### config.mk
export PLATFORM = sky130hd
export DESIGN_NAME = sector_xfer
export DESIGN_NICKNAME = d
export VERILOG_FILES = /design/src/rtl/sx_pkg.sv /design/src/rtl/sx_dma_seq.sv /design/src/rtl/sx_ctrl.sv /design/src/rtl/sector_xfer.sv
export SDC_FILE = /design/constraint.sdc
export NUM_CORES = 1
export LEC_CHECK = 0
export CAP_MARGIN = 10
export CORE_MARGIN = 4
export CORE_UTILIZATION = 40
export DETAILED_ROUTE_END_ITERATION = 7
export SLEW_MARGIN = 0
export SYNTH_ARGS = -nofsm -noshare
export SYNTH_HDL_FRONTEND = slang
export SYNTH_HIERARCHICAL = 1
export SYNTH_SLANG_ARGS = --single-unit
### constraint.sdc
create_clock -name clk -period 3.39 [get_ports clk]
set_input_delay 0.678 -clock clk [delete_from_list [all_inputs] [get_ports clk]]
set_output_delay 0.678 -clock clk [all_outputs]
set_load 0.03 [all_outputs]
### src/rtl/sx_pkg.sv
package sx_pkg;
  localparam logic [2:0] DST_HOST_A = 3'd2;
  localparam logic [2:0] DST_HOST_B = 3'd3;
  localparam logic [2:0] DST_WAVE   = 3'd4;
  localparam logic [2:0] DST_PROG   = 3'd5;
  localparam logic [2:0] DST_SHARED = 3'd7;

  typedef enum logic [1:0] {
    M_NONE,
    M_HOST,
    M_STREAM
  } xfer_mode_e;
endpackage

### src/rtl/sx_dma_seq.sv
module sx_dma_seq #(
  parameter int AW    = 13,
  parameter int WRD_W = 12,
  parameter int DW    = 16
) (
  input  logic             clk,
  input  logic             rst,
  input  logic             start,
  input  logic [AW-1:0]    start_ptr,
  input  logic [WRD_W-1:0] start_words,
  output logic             buf_re,
  output logic [AW-1:0]    buf_addr,
  input  logic [DW-1:0]    buf_rdata,
  output logic             dma_valid,
  input  logic             dma_ready,
  output logic [DW-1:0]    dma_data,
  output logic             busy,
  output logic             done
);
  logic [WRD_W-1:0] left;
  logic [AW-1:0]    ptr;
  logic             run, infl;
  logic [1:0]       cnt;
  logic [DW-1:0]    q0, q1;
  logic             pop, push, issue;
  logic [1:0]       occ;

  assign pop  = (cnt != 2'd0) && dma_ready;
  assign push = infl;
  // slots committed once this cycle's pop is taken into account
  assign occ   = cnt + {1'b0, infl} - {1'b0, pop};
  assign issue = run && (left != '0) && (occ < 2'd2);
  assign done  = run && (left == '0) && !infl && (cnt == 2'd0);

  assign buf_re    = issue;
  assign buf_addr  = ptr;
  assign busy      = run;
  assign dma_valid = (cnt != 2'd0);
  assign dma_data  = q0;

  always_ff @(posedge clk) begin
    if (rst) begin
      run  <= 1'b0;
      left <= '0;
      ptr  <= '0;
      infl <= 1'b0;
      cnt  <= 2'd0;
      q0   <= '0;
      q1   <= '0;
    end else begin
      infl <= issue;
      if (start) begin
        run  <= 1'b1;
        left <= start_words;
        ptr  <= start_ptr;
      end else begin
        if (issue) begin
          left <= left - 1'b1;
          ptr  <= ptr + 1'b1;
        end
        if (done) run <= 1'b0;
      end
      case ({push, pop})
        2'b10: begin
          if (cnt == 2'd0) q0 <= buf_rdata;
          else             q1 <= buf_rdata;
          cnt <= cnt + 2'd1;
        end
        2'b01: begin
          q0  <= q1;
          cnt <= cnt - 2'd1;
        end
        2'b11: begin
          if (cnt == 2'd1) q0 <= buf_rdata;
          else begin
            q0 <= q1;
            q1 <= buf_rdata;
          end
        end
        default: ;
      endcase
    end
  end
endmodule

### src/rtl/sx_ctrl.sv
module sx_ctrl
  import sx_pkg::*;
#(
  parameter int CNT_W    = 16,
  parameter int BUF_AW   = 14,
  parameter int CLR_BITS = 4,
  parameter int DW       = 16,
  parameter logic [CNT_W-1:0] END_RELOAD = 16'hF000,
  localparam int WRD_W = CNT_W - CLR_BITS,
  localparam int AW    = BUF_AW - 1
) (
  input  logic             clk,
  input  logic             rst,
  input  logic             ld,
  input  logic [CNT_W-1:0] ld_addr,
  input  logic [CNT_W-1:0] ld_bytes,
  input  logic [CNT_W-1:0] ld_dest,
  input  logic             out_en,
  input  logic             end_irq_en,
  input  logic             lvl_en,
  input  logic             bank_grant,
  input  logic [2:0]       dst_code,
  input  logic             trig,
  input  logic             host_rd,
  input  logic [DW-1:0]    buf_rdata,
  input  logic             dma_busy,
  input  logic             dma_done,
  output logic             dma_start,
  output logic [AW-1:0]    dma_ptr,
  output logic [WRD_W-1:0] dma_words,
  output logic             host_re,
  output logic [AW-1:0]    host_addr,
  output logic [DW-1:0]    host_data,
  output logic             host_dv,
  output logic [CNT_W-1:0] addr_cnt,
  output logic [CNT_W-1:0] byte_cnt,
  output logic [CNT_W-1:0] dest_addr,
  output logic             busy_n,
  output logic             rd_open_n,
  output logic             end_flag_n,
  output logic             irq,
  output logic             data_ready,
  output logic             eot
);
  logic             trig_ok, host_go, host_last, fin;
  logic [CNT_W-1:0] cnt_clr, cnt_dec;
  logic [WRD_W:0]   wsum;
  logic [WRD_W-1:0] xfer_words;
  logic             xfer_wave;
  logic             rd_pend, rd_ok;
  xfer_mode_e       mode;

  always_comb begin
    case (dst_code)
      DST_HOST_A, DST_HOST_B: mode = M_HOST;
      DST_WAVE, DST_PROG:     mode = M_STREAM;
      DST_SHARED:             mode = bank_grant ? M_STREAM : M_NONE;
      default:                mode = M_NONE;
    endcase
  end

  assign trig_ok   = trig && out_en && !dma_busy;
  assign cnt_clr   = {{CLR_BITS{1'b0}}, byte_cnt[WRD_W-1:0]};
  assign wsum      = {1'b0, cnt_clr[WRD_W-1:0]} + 1'b1;
  assign dma_words = wsum[WRD_W:1];
  assign dma_start = trig_ok && (mode == M_STREAM);
  assign dma_ptr   = addr_cnt[BUF_AW-1:1];

  assign host_go   = host_rd && !rd_open_n;
  assign host_re   = host_go;
  assign host_addr = addr_cnt[BUF_AW-1:1];
  assign cnt_dec   = byte_cnt - 2;
  assign host_last = cnt_dec[CNT_W-1] || (cnt_dec == '0);
  assign fin       = (host_go && host_last) || dma_done;

  always_ff @(posedge clk) begin
    if (rst) begin
      addr_cnt   <= '0;
      byte_cnt   <= '0;
      dest_addr  <= '0;
      busy_n     <= 1'b1;
      rd_open_n  <= 1'b1;
      end_flag_n <= 1'b1;
      irq        <= 1'b0;
      data_ready <= 1'b0;
      eot        <= 1'b0;
      xfer_words <= '0;
      xfer_wave  <= 1'b0;
      rd_pend    <= 1'b0;
      rd_ok      <= 1'b0;
      host_dv    <= 1'b0;
      host_data  <= '1;
    end else begin
      irq     <= 1'b0;
      rd_pend <= host_rd;
      rd_ok   <= host_go;
      host_dv <= rd_pend;
      host_data <= rd_ok ? buf_rdata : {DW{1'b1}};
      if (ld) begin
        addr_cnt  <= ld_addr;
        byte_cnt  <= ld_bytes;
        dest_addr <= ld_dest;
      end
      if (trig_ok) begin
        busy_n     <= 1'b0;
        byte_cnt   <= cnt_clr;
        eot        <= 1'b0;
        data_ready <= 1'b0;
        if (mode == M_HOST) begin
          rd_open_n  <= 1'b0;
          data_ready <= 1'b1;
        end
        if (dma_start) begin
          xfer_words <= dma_words;
          xfer_wave  <= (dst_code == DST_WAVE);
        end
      end
      if (host_go) begin
        addr_cnt <= addr_cnt + 2;
        byte_cnt <= cnt_dec;
      end
      if (dma_done) begin
        addr_cnt  <= addr_cnt + {{(CNT_W-WRD_W-1){1'b0}}, xfer_words, 1'b0};
        dest_addr <= dest_addr + {{(CNT_W-WRD_W){1'b0}},
                                  (xfer_wave ? (xfer_words >> 1) : (xfer_words >> 2))};
      end
      if (fin) begin
        byte_cnt   <= END_RELOAD;
        busy_n     <= 1'b1;
        rd_open_n  <= 1'b1;
        end_flag_n <= 1'b0;
        irq        <= end_irq_en && lvl_en;
        data_ready <= 1'b0;
        eot        <= 1'b1;
      end
    end
  end
endmodule

### src/rtl/sector_xfer.sv
module sector_xfer #(
  parameter int CNT_W    = 16,
  parameter int BUF_AW   = 14,
  parameter int CLR_BITS = 4,
  parameter int DW       = 16,
  localparam int WRD_W = CNT_W - CLR_BITS,
  localparam int AW    = BUF_AW - 1
) (
  input  logic             clk,
  input  logic             rst,
  input  logic             ld,
  input  logic [CNT_W-1:0] ld_addr,
  input  logic [CNT_W-1:0] ld_bytes,
  input  logic [CNT_W-1:0] ld_dest,
  input  logic             out_en,
  input  logic             end_irq_en,
  input  logic             lvl_en,
  input  logic             bank_grant,
  input  logic [2:0]       dst_code,
  input  logic             trig,
  input  logic             host_rd,
  output logic [DW-1:0]    host_data,
  output logic             host_dv,
  output logic             buf_re,
  output logic [AW-1:0]    buf_addr,
  input  logic [DW-1:0]    buf_rdata,
  output logic             dma_valid,
  input  logic             dma_ready,
  output logic [DW-1:0]    dma_data,
  output logic [CNT_W-1:0] addr_cnt,
  output logic [CNT_W-1:0] byte_cnt,
  output logic [CNT_W-1:0] dest_addr,
  output logic             busy_n,
  output logic             rd_open_n,
  output logic             end_flag_n,
  output logic             irq,
  output logic             data_ready,
  output logic             eot
);
  logic             dma_start, dma_busy, dma_done, dma_re, host_re;
  logic [AW-1:0]    dma_ptr, dma_addr, host_addr;
  logic [WRD_W-1:0] dma_words;

  sx_ctrl #(.CNT_W(CNT_W), .BUF_AW(BUF_AW), .CLR_BITS(CLR_BITS), .DW(DW)) u_ctrl (
    .clk(clk), .rst(rst), .ld(ld), .ld_addr(ld_addr), .ld_bytes(ld_bytes),
    .ld_dest(ld_dest), .out_en(out_en), .end_irq_en(end_irq_en), .lvl_en(lvl_en),
    .bank_grant(bank_grant), .dst_code(dst_code), .trig(trig), .host_rd(host_rd),
    .buf_rdata(buf_rdata), .dma_busy(dma_busy), .dma_done(dma_done),
    .dma_start(dma_start), .dma_ptr(dma_ptr), .dma_words(dma_words),
    .host_re(host_re), .host_addr(host_addr), .host_data(host_data),
    .host_dv(host_dv), .addr_cnt(addr_cnt), .byte_cnt(byte_cnt),
    .dest_addr(dest_addr), .busy_n(busy_n), .rd_open_n(rd_open_n),
    .end_flag_n(end_flag_n), .irq(irq), .data_ready(data_ready), .eot(eot)
  );

  sx_dma_seq #(.AW(AW), .WRD_W(WRD_W), .DW(DW)) u_seq (
    .clk(clk), .rst(rst), .start(dma_start), .start_ptr(dma_ptr),
    .start_words(dma_words), .buf_re(dma_re), .buf_addr(dma_addr),
    .buf_rdata(buf_rdata), .dma_valid(dma_valid), .dma_ready(dma_ready),
    .dma_data(dma_data), .busy(dma_busy), .done(dma_done)
  );

  // host reads and streaming never overlap: host mode leaves the streamer idle
  assign buf_re   = host_re | dma_re;
  assign buf_addr = dma_busy ? dma_addr : host_addr;
endmodule

==> results of run 1 <==
-- per-stage QoR --
stage          utilization [%]  worst slack (ns)
2_1_floorplan                -             0.266
3_5_place_dp              49.5            0.0880
3_3_place_gp              49.5            0.0716
6_report                  52.4             0.119
5_1_grt                   52.4            0.0112
4_1_cts                   52.3            0.0598
-- final cells by class --
type                    count  area [sq um]
clock inverters            15           195
fillers                  2084         10400
flip-flops and latches    147          2940
repair buffers            214          2050
multi-input cells         809          5350
clock buffers              17           425
well taps                 280           350
inverters                  31           116
-- state kept, by name, indices dropped and copies added (netlist names), 2 cells and up, named ones only --
name,cells
u_ctrl/addr_cnt,16
u_ctrl/dest_addr,16
u_ctrl/host_data,16
u_seq/dma_data,16
u_seq/q1,16
u_ctrl/byte_cnt,15
u_seq/buf_addr,13
u_ctrl/xfer_words,12
u_seq/left,12
u_seq/cnt,2
-- worst min-delay path by stage --
stage | to | from | cells past startpoint | slack [ns]
6_report | u_ctrl/host_dv | u_ctrl/rd_pend | 1 | 0.45
5_1_grt | u_ctrl/host_dv | u_ctrl/rd_pend | 1 | 0.46
4_1_cts | u_ctrl/host_dv | u_ctrl/rd_pend | 1 | 0.44
3_5_place_dp | u_ctrl/host_dv | u_ctrl/rd_pend | 1 | 0.44
3_3_place_gp | u_ctrl/host_dv | u_ctrl/rd_pend | 1 | 0.42
2_1_floorplan | u_ctrl/host_dv | u_ctrl/rd_pend | 1 | 0.41
-- logic make-up after synthesis --
| group | Yosys count | share of synthesized area [%] |
|---|---|---|
| AO/OA/AOI/OAI | 252 | 19.4 |
| XOR/XNOR | 41 | 4.05 |
| adder cells (fa/ha/maj) | 35 | 5.10 |
| buffers and inverters | 123 | 6.71 |
| flip-flops | 147 | 33.2 |
| multiplexers | 75 | 9.22 |
| AND/OR/NAND/NOR | 406 | 22.4 |
-- per-layer routing --
metal  vias to the layer above  wire length [microns]
met5                         -                     13
met4                         2                    432
met3                        26                   2060
met2                       273                  12300
met1                      3927                  12100
li1                       4176                      -
-- worst max-delay path, cell delays in order --
cell	delay, ns
clkdlybuf4s50_1	0.48
nor2b_2	0.20
mux2i_2	0.31
mux2i_2	0.32
nor2_1	0.11
or2_2	0.32
buf_4	0.17
-- power by group --
group	switching [mW]	leakage (nW)	internal, mW
Clock	0.845	0.291	1.18
Combinational	0.904	2.86	0.683
Sequential	0.149	1.20	1.87
-- cells in the final DEF (no fill, tap or decap), types with 4 or more instances in the layout --
| cell | Yosys | final |
|---|---|---|
| a2111oi_0 | 6 | 6 |
| a211oi_1 | 42 | 42 |
| a21o_1 | 12 | 12 |
| a21oi_1 | 48 | 48 |
| a311oi_1 | 27 | 27 |
| a31oi_1 | 12 | 12 |
| and2_1 | 11 | 11 |
| and3_1 | 7 | 7 |
| buf_4 | 27 | 38 |
| clkbuf_16 | 0 | 17 |
| clkdlybuf4s50_1 | 0 | 176 |
| clkinvlp_4 | 0 | 4 |
| dfxtp_1 | 147 | 147 |
| ha_1 | 33 | 33 |
| inv_1 | 29 | 29 |
| inv_6 | 0 | 5 |
| mux2_2 | 14 | 14 |
| mux2_4 | 10 | 10 |
| mux2i_1 | 51 | 49 |
| nand2_1 | 74 | 74 |
| nand2b_1 | 25 | 25 |
| nand3_1 | 30 | 30 |
| nand4_1 | 11 | 11 |
| nor2_1 | 150 | 149 |
| nor2b_1 | 10 | 9 |
| nor3_1 | 23 | 23 |
| nor3b_1 | 6 | 6 |
| nor4_1 | 7 | 7 |
| o211ai_1 | 5 | 5 |
| o21a_1 | 6 | 6 |
| o21ai_0 | 48 | 48 |
| o221ai_1 | 4 | 4 |
| o31ai_1 | 8 | 8 |
| or2_2 | 5 | 5 |
| or3_1 | 17 | 17 |
| or4_1 | 8 | 8 |
| xnor2_1 | 28 | 28 |
| xor2_1 | 13 | 13 |
==> impl_metrics.ini, run 1 <==
[placed_design]
dpl-instance-area_sq_um = 10800
place_hpwl_microns = 19800
place.gp.congestion = 0.881
post-place-cells = 1481
io_buffers = 178

[synthesis]
synthesis.nets = 1191
async_reset_ff_share_pct = 0
yosysWarnings = 6
synth_area_leader_cell = dfxtp_1
yosysMostFrequentCell = nor2_1
synth.top_cells.by_area = dfxtp_1 33%, nor2_1 6.3%, mux2i_1 5.8%, ha_1 4.7%, a211oi_1 3.6%
ys_seq_area_share_pct = 33.2
ys_top_cells_by_count = 150 x nor2_1, 147 x dfxtp_1, 74 x nand2_1
synth_ff_type = dfxtp_1
ys_ff_latch = 147
syn_area_sq_um = 8870
ys_types = 72
synthCells = 1079
synth_area_per_cell_sq_um = 8.22
synth_top_area_share_pct = 33.2
synth_edf_count = 0

[routing]
drt_first_pass_iters = 5
num_vias = 8404
drt_wl_total_microns = 27000
drt-wirelength-per-cell_microns = 17.8
first_iter_violations = 575
ant_nets = 0
drc = 0
vias_per_cell = 5.55

[global_route]
track_usage_pct = 21.7
busiest_layer = met2
grtUsageMet1_pct = 28.4
grt_max_degree = 48
grt_pass1_wl_microns = 42600
grtUsageMet2_pct = 35.3
grt_overflow = 0
antenna_found_initial = 1
use_met3_pct = 6.13
grt_pass1_vias = 7903

[critical_path]
reg2regPathDepth = 9
endpoint_kind = output pin
cp-endpoint = buf_re
required_ns = 2.71
worst_setup_path_start_kind = input pin
path_class = input pin to output pin
r2r_setup_slack_ns = 0.30
regToRegEndpoint = u_ctrl/byte_cnt[14]
arrival_ns = 2.59
reg2reg_from = u_ctrl/byte_cnt[2]
path_max_fanout = 2
startpoint = dma_ready

[cts]
clk_path_buf_depth = 2
h-tree-depth = 4
insertion_delay_ns = 0.44
cts_sinks = 147
path_clk_slew_ns = 0.06
hold_buffers = 0
cts_tree = built
clock-root-buffer = clkbuf_16
cts_resized = 0
cts_inserted_buffers = 17
post_cts.repair.setup_buffers = 0

[final_layout]
antenna_cells = 0
fin_area_sq_um = 11400
area_growth_pct = 28.8
final_nets = 1332
fin_cells = 1513
drive_above_1_share_pct = 9.25

[timing]
finalSetupViolCount = 0
period_needed_ns = 3.27
fin_tns_setup_ns = 0
hold_viol = 0
relSlewSlack_pct = 46.6
skew_ns = 0.00760
hold-worst-slack_ns = 0.447
post-route-period-util_pct = 96.5
fmax_mhz = 306
slew_violations = 0
worstMarginPinSlew_ns = 0.795
rsz0062_at_grt = no

[power_and_ir_drop]
p_total_mw = 5.63
p_leak_nw = 4.35
irDropWorstVdd_uv = 293
power_density_nw_per_um2 = 493

[die]
rows = 54
ios = 179
initial_core_util_pct = 40.7
coreArea_sq_um = 21800
die_x_microns = 157
fp.dieArea_sq_um = 24600
die_h_microns = 157

[run_status]
status = complete, no violations

[job]
drv_cap = 0

[min_path]
min_path_type = register to register
Note: power is estimated with default switching activity, not from simulation.
==> run 2: changes to the inputs <==
- MAX_ROUTING_LAYER: not set -> met4
==> impl_metrics.ini, run 2 (synthesized netlist as in run 1, its figures left out) <==
[run_status]
status = complete, no violations

[min_path]
holdPathStages = 1
hold_start = u_ctrl/rd_pend
hold_end = u_ctrl/host_dv
min_path_type = register to register

[routing]
num_vias = 8388
first_iter_violations = 523
drt-wirelength-per-cell_microns = 17.8
vias_per_cell = 5.53
ant_nets = 0
drc = 0
drt_wl_total_microns = 27000
drt_first_pass_iters = 5

[placed_design]
place.gp.congestion = 0.900
io_buffers = 178
place_hpwl_microns = 19800

[critical_path]
reg2reg_from = u_ctrl/byte_cnt[2]
max_stage_delay_ns = 0.48
endpoint_kind = output pin
reg2regPathDepth = 9
regToRegEndpoint = u_ctrl/byte_cnt[12]
r2r_setup_slack_ns = 0.28
crit_slowest_cell = clkdlybuf4s50_1
cpMostUsedCell = mux2i_2
path_class = input pin to output pin
path_max_fanout = 2
worst_setup_path_start_kind = input pin
path_cells = clkdlybuf4s50_1 -> nor2b_1 -> mux2i_2 -> mux2i_2 -> nor2_1 -> or2_2 -> buf_4
arrival_ns = 2.63
required_ns = 2.71

[final_layout]
final_common_cell = clkdlybuf4s50_1
area_growth_pct = 28.9
antenna_cells = 0
layout_common_cells = 176 x clkdlybuf4s50_1, 149 x nor2_1, 147 x dfxtp_1
final_nets = 1337
drive_above_1_share_pct = 9.53

[global_route]
busiest_layer = met2
track_usage_pct = 22.3
grt_pass1_wl_microns = 42700
grt_max_degree = 51
grtUsageMet2_pct = 34.3
grtUsageMet1_pct = 29.0
antenna_found_initial = 0
grt_overflow = 0
use_met3_pct = 5.66
grt_pass1_vias = 7817

[power_and_ir_drop]
power_frac_clock_pct = 34.7
sequentialPowerShare_pct = 36.3
p_int_mw = 3.61
sw_frac_of_total_pct = 34.8
p_leak_nw = 4.37
combinationalPowerShare_pct = 29.0
power_density_nw_per_um2 = 484
irDropWorstVdd_uv = 339
switching_power_mw = 1.92

[timing]
post-route-period-util_pct = 97.5
worstMarginPinSlew_ns = 0.734
fin_tns_setup_ns = 0
period_needed_ns = 3.31
relSlewSlack_pct = 50.7
fmax_mhz = 302
hold_viol = 0
rsz0062_at_grt = no
finalSetupViolCount = 0
hold-worst-slack_ns = 0.454
skew_ns = 0.0103
slew_violations = 0

[die]
initial_core_util_pct = 40.7
die_x_microns = 157
coreArea_sq_um = 21800
die_h_microns = 157
rows = 54
ios = 179
fp.dieArea_sq_um = 24600

[cts]
hold_buffers = 0
clk_path_buf_depth = 2
path_clk_slew_ns = 0.06
clock-root-buffer = clkbuf_16
h-tree-depth = 4
cts_sinks = 147
insertion_delay_ns = 0.43
cts_tree = built
cts_inserted_buffers = 17

[job]
drv_cap = 0
-- run 2: per-layer routing --
layer | vias to the layer above | wire length [microns]
met2 | 233 | 12200
li1 | 4179 | -
met4 | 0 | 509
met5 | - | 0
met1 | 3946 | 12300
met3 | 30 | 1870
-- run 2: critical path, delay by kind of cell --
| kind | cells | cell delay (ns) |
|---|---|---|
| simple gates | 3 | 0.66 |
| mux | 2 | 0.63 |
| buf+inv | 2 | 0.65 |
-- run 2: stage by stage --
stage | std cells | total power, mW | util [%] | cell area, sq um | worst slack, ns
3_5_place_dp | 1485 | 3.64 | 49.7 | 10800 | 0.0915
3_3_place_gp | 1485 | 3.63 | 49.7 | 10800 | 0.0658
6_report | 1518 | 5.53 | 52.4 | 11400 | 0.0836
2_1_floorplan | 1079 | 3.06 | - | 8870 | 0.266
5_1_grt | 1518 | 5.82 | 52.4 | 11400 | 0.00604
4_1_cts | 1517 | 5.57 | 52.4 | 11400 | 0.0603
-- run 2: final cells by class --
type                            instances  area (sq um)
Clock buffer                           17           425
Clock inverter                         15           165
Fill cell                            2133         10400
Inverter                               31           116
Multi-Input combinational cell        809          5350
Sequential cell                       147          2940
Tap cell                              280           350
Timing Repair Buffer                  219          2100
-- run 2: how the worst max path moves through the flow --
stage                     depth (start not counted)  slack, ns       from     end
after CTS                                         7       0.06  dma_ready  buf_re
final                                             7       0.08  dma_ready  buf_re
after detailed placement                          7       0.09  dma_ready  buf_re
after global placement                            7       0.07  dma_ready  buf_re
after global routing                              7      0.006  dma_ready  buf_re
after floorplan                                   7       0.27  dma_ready  buf_re
-- run 2: repair_timing --
item,4_1_cts,5_1_grt
setup buffers,0,1
resized for setup,0,1
setup endpoints to repair,0,1
hold endpoints to repair,0,0
-- run 2: power groups by stage --
stage / clock [mW] / sequential, mW / combinational, mW
final: 1.92 / 2.01 / 1.60
after global routing: 2.04 / 2.03 / 1.74
after CTS: 1.97 / 2.01 / 1.60
after detailed placement: 0 / 2.05 / 1.59
after global placement: 0 / 2.05 / 1.58
after floorplan: 0 / 2.22 / 0.840
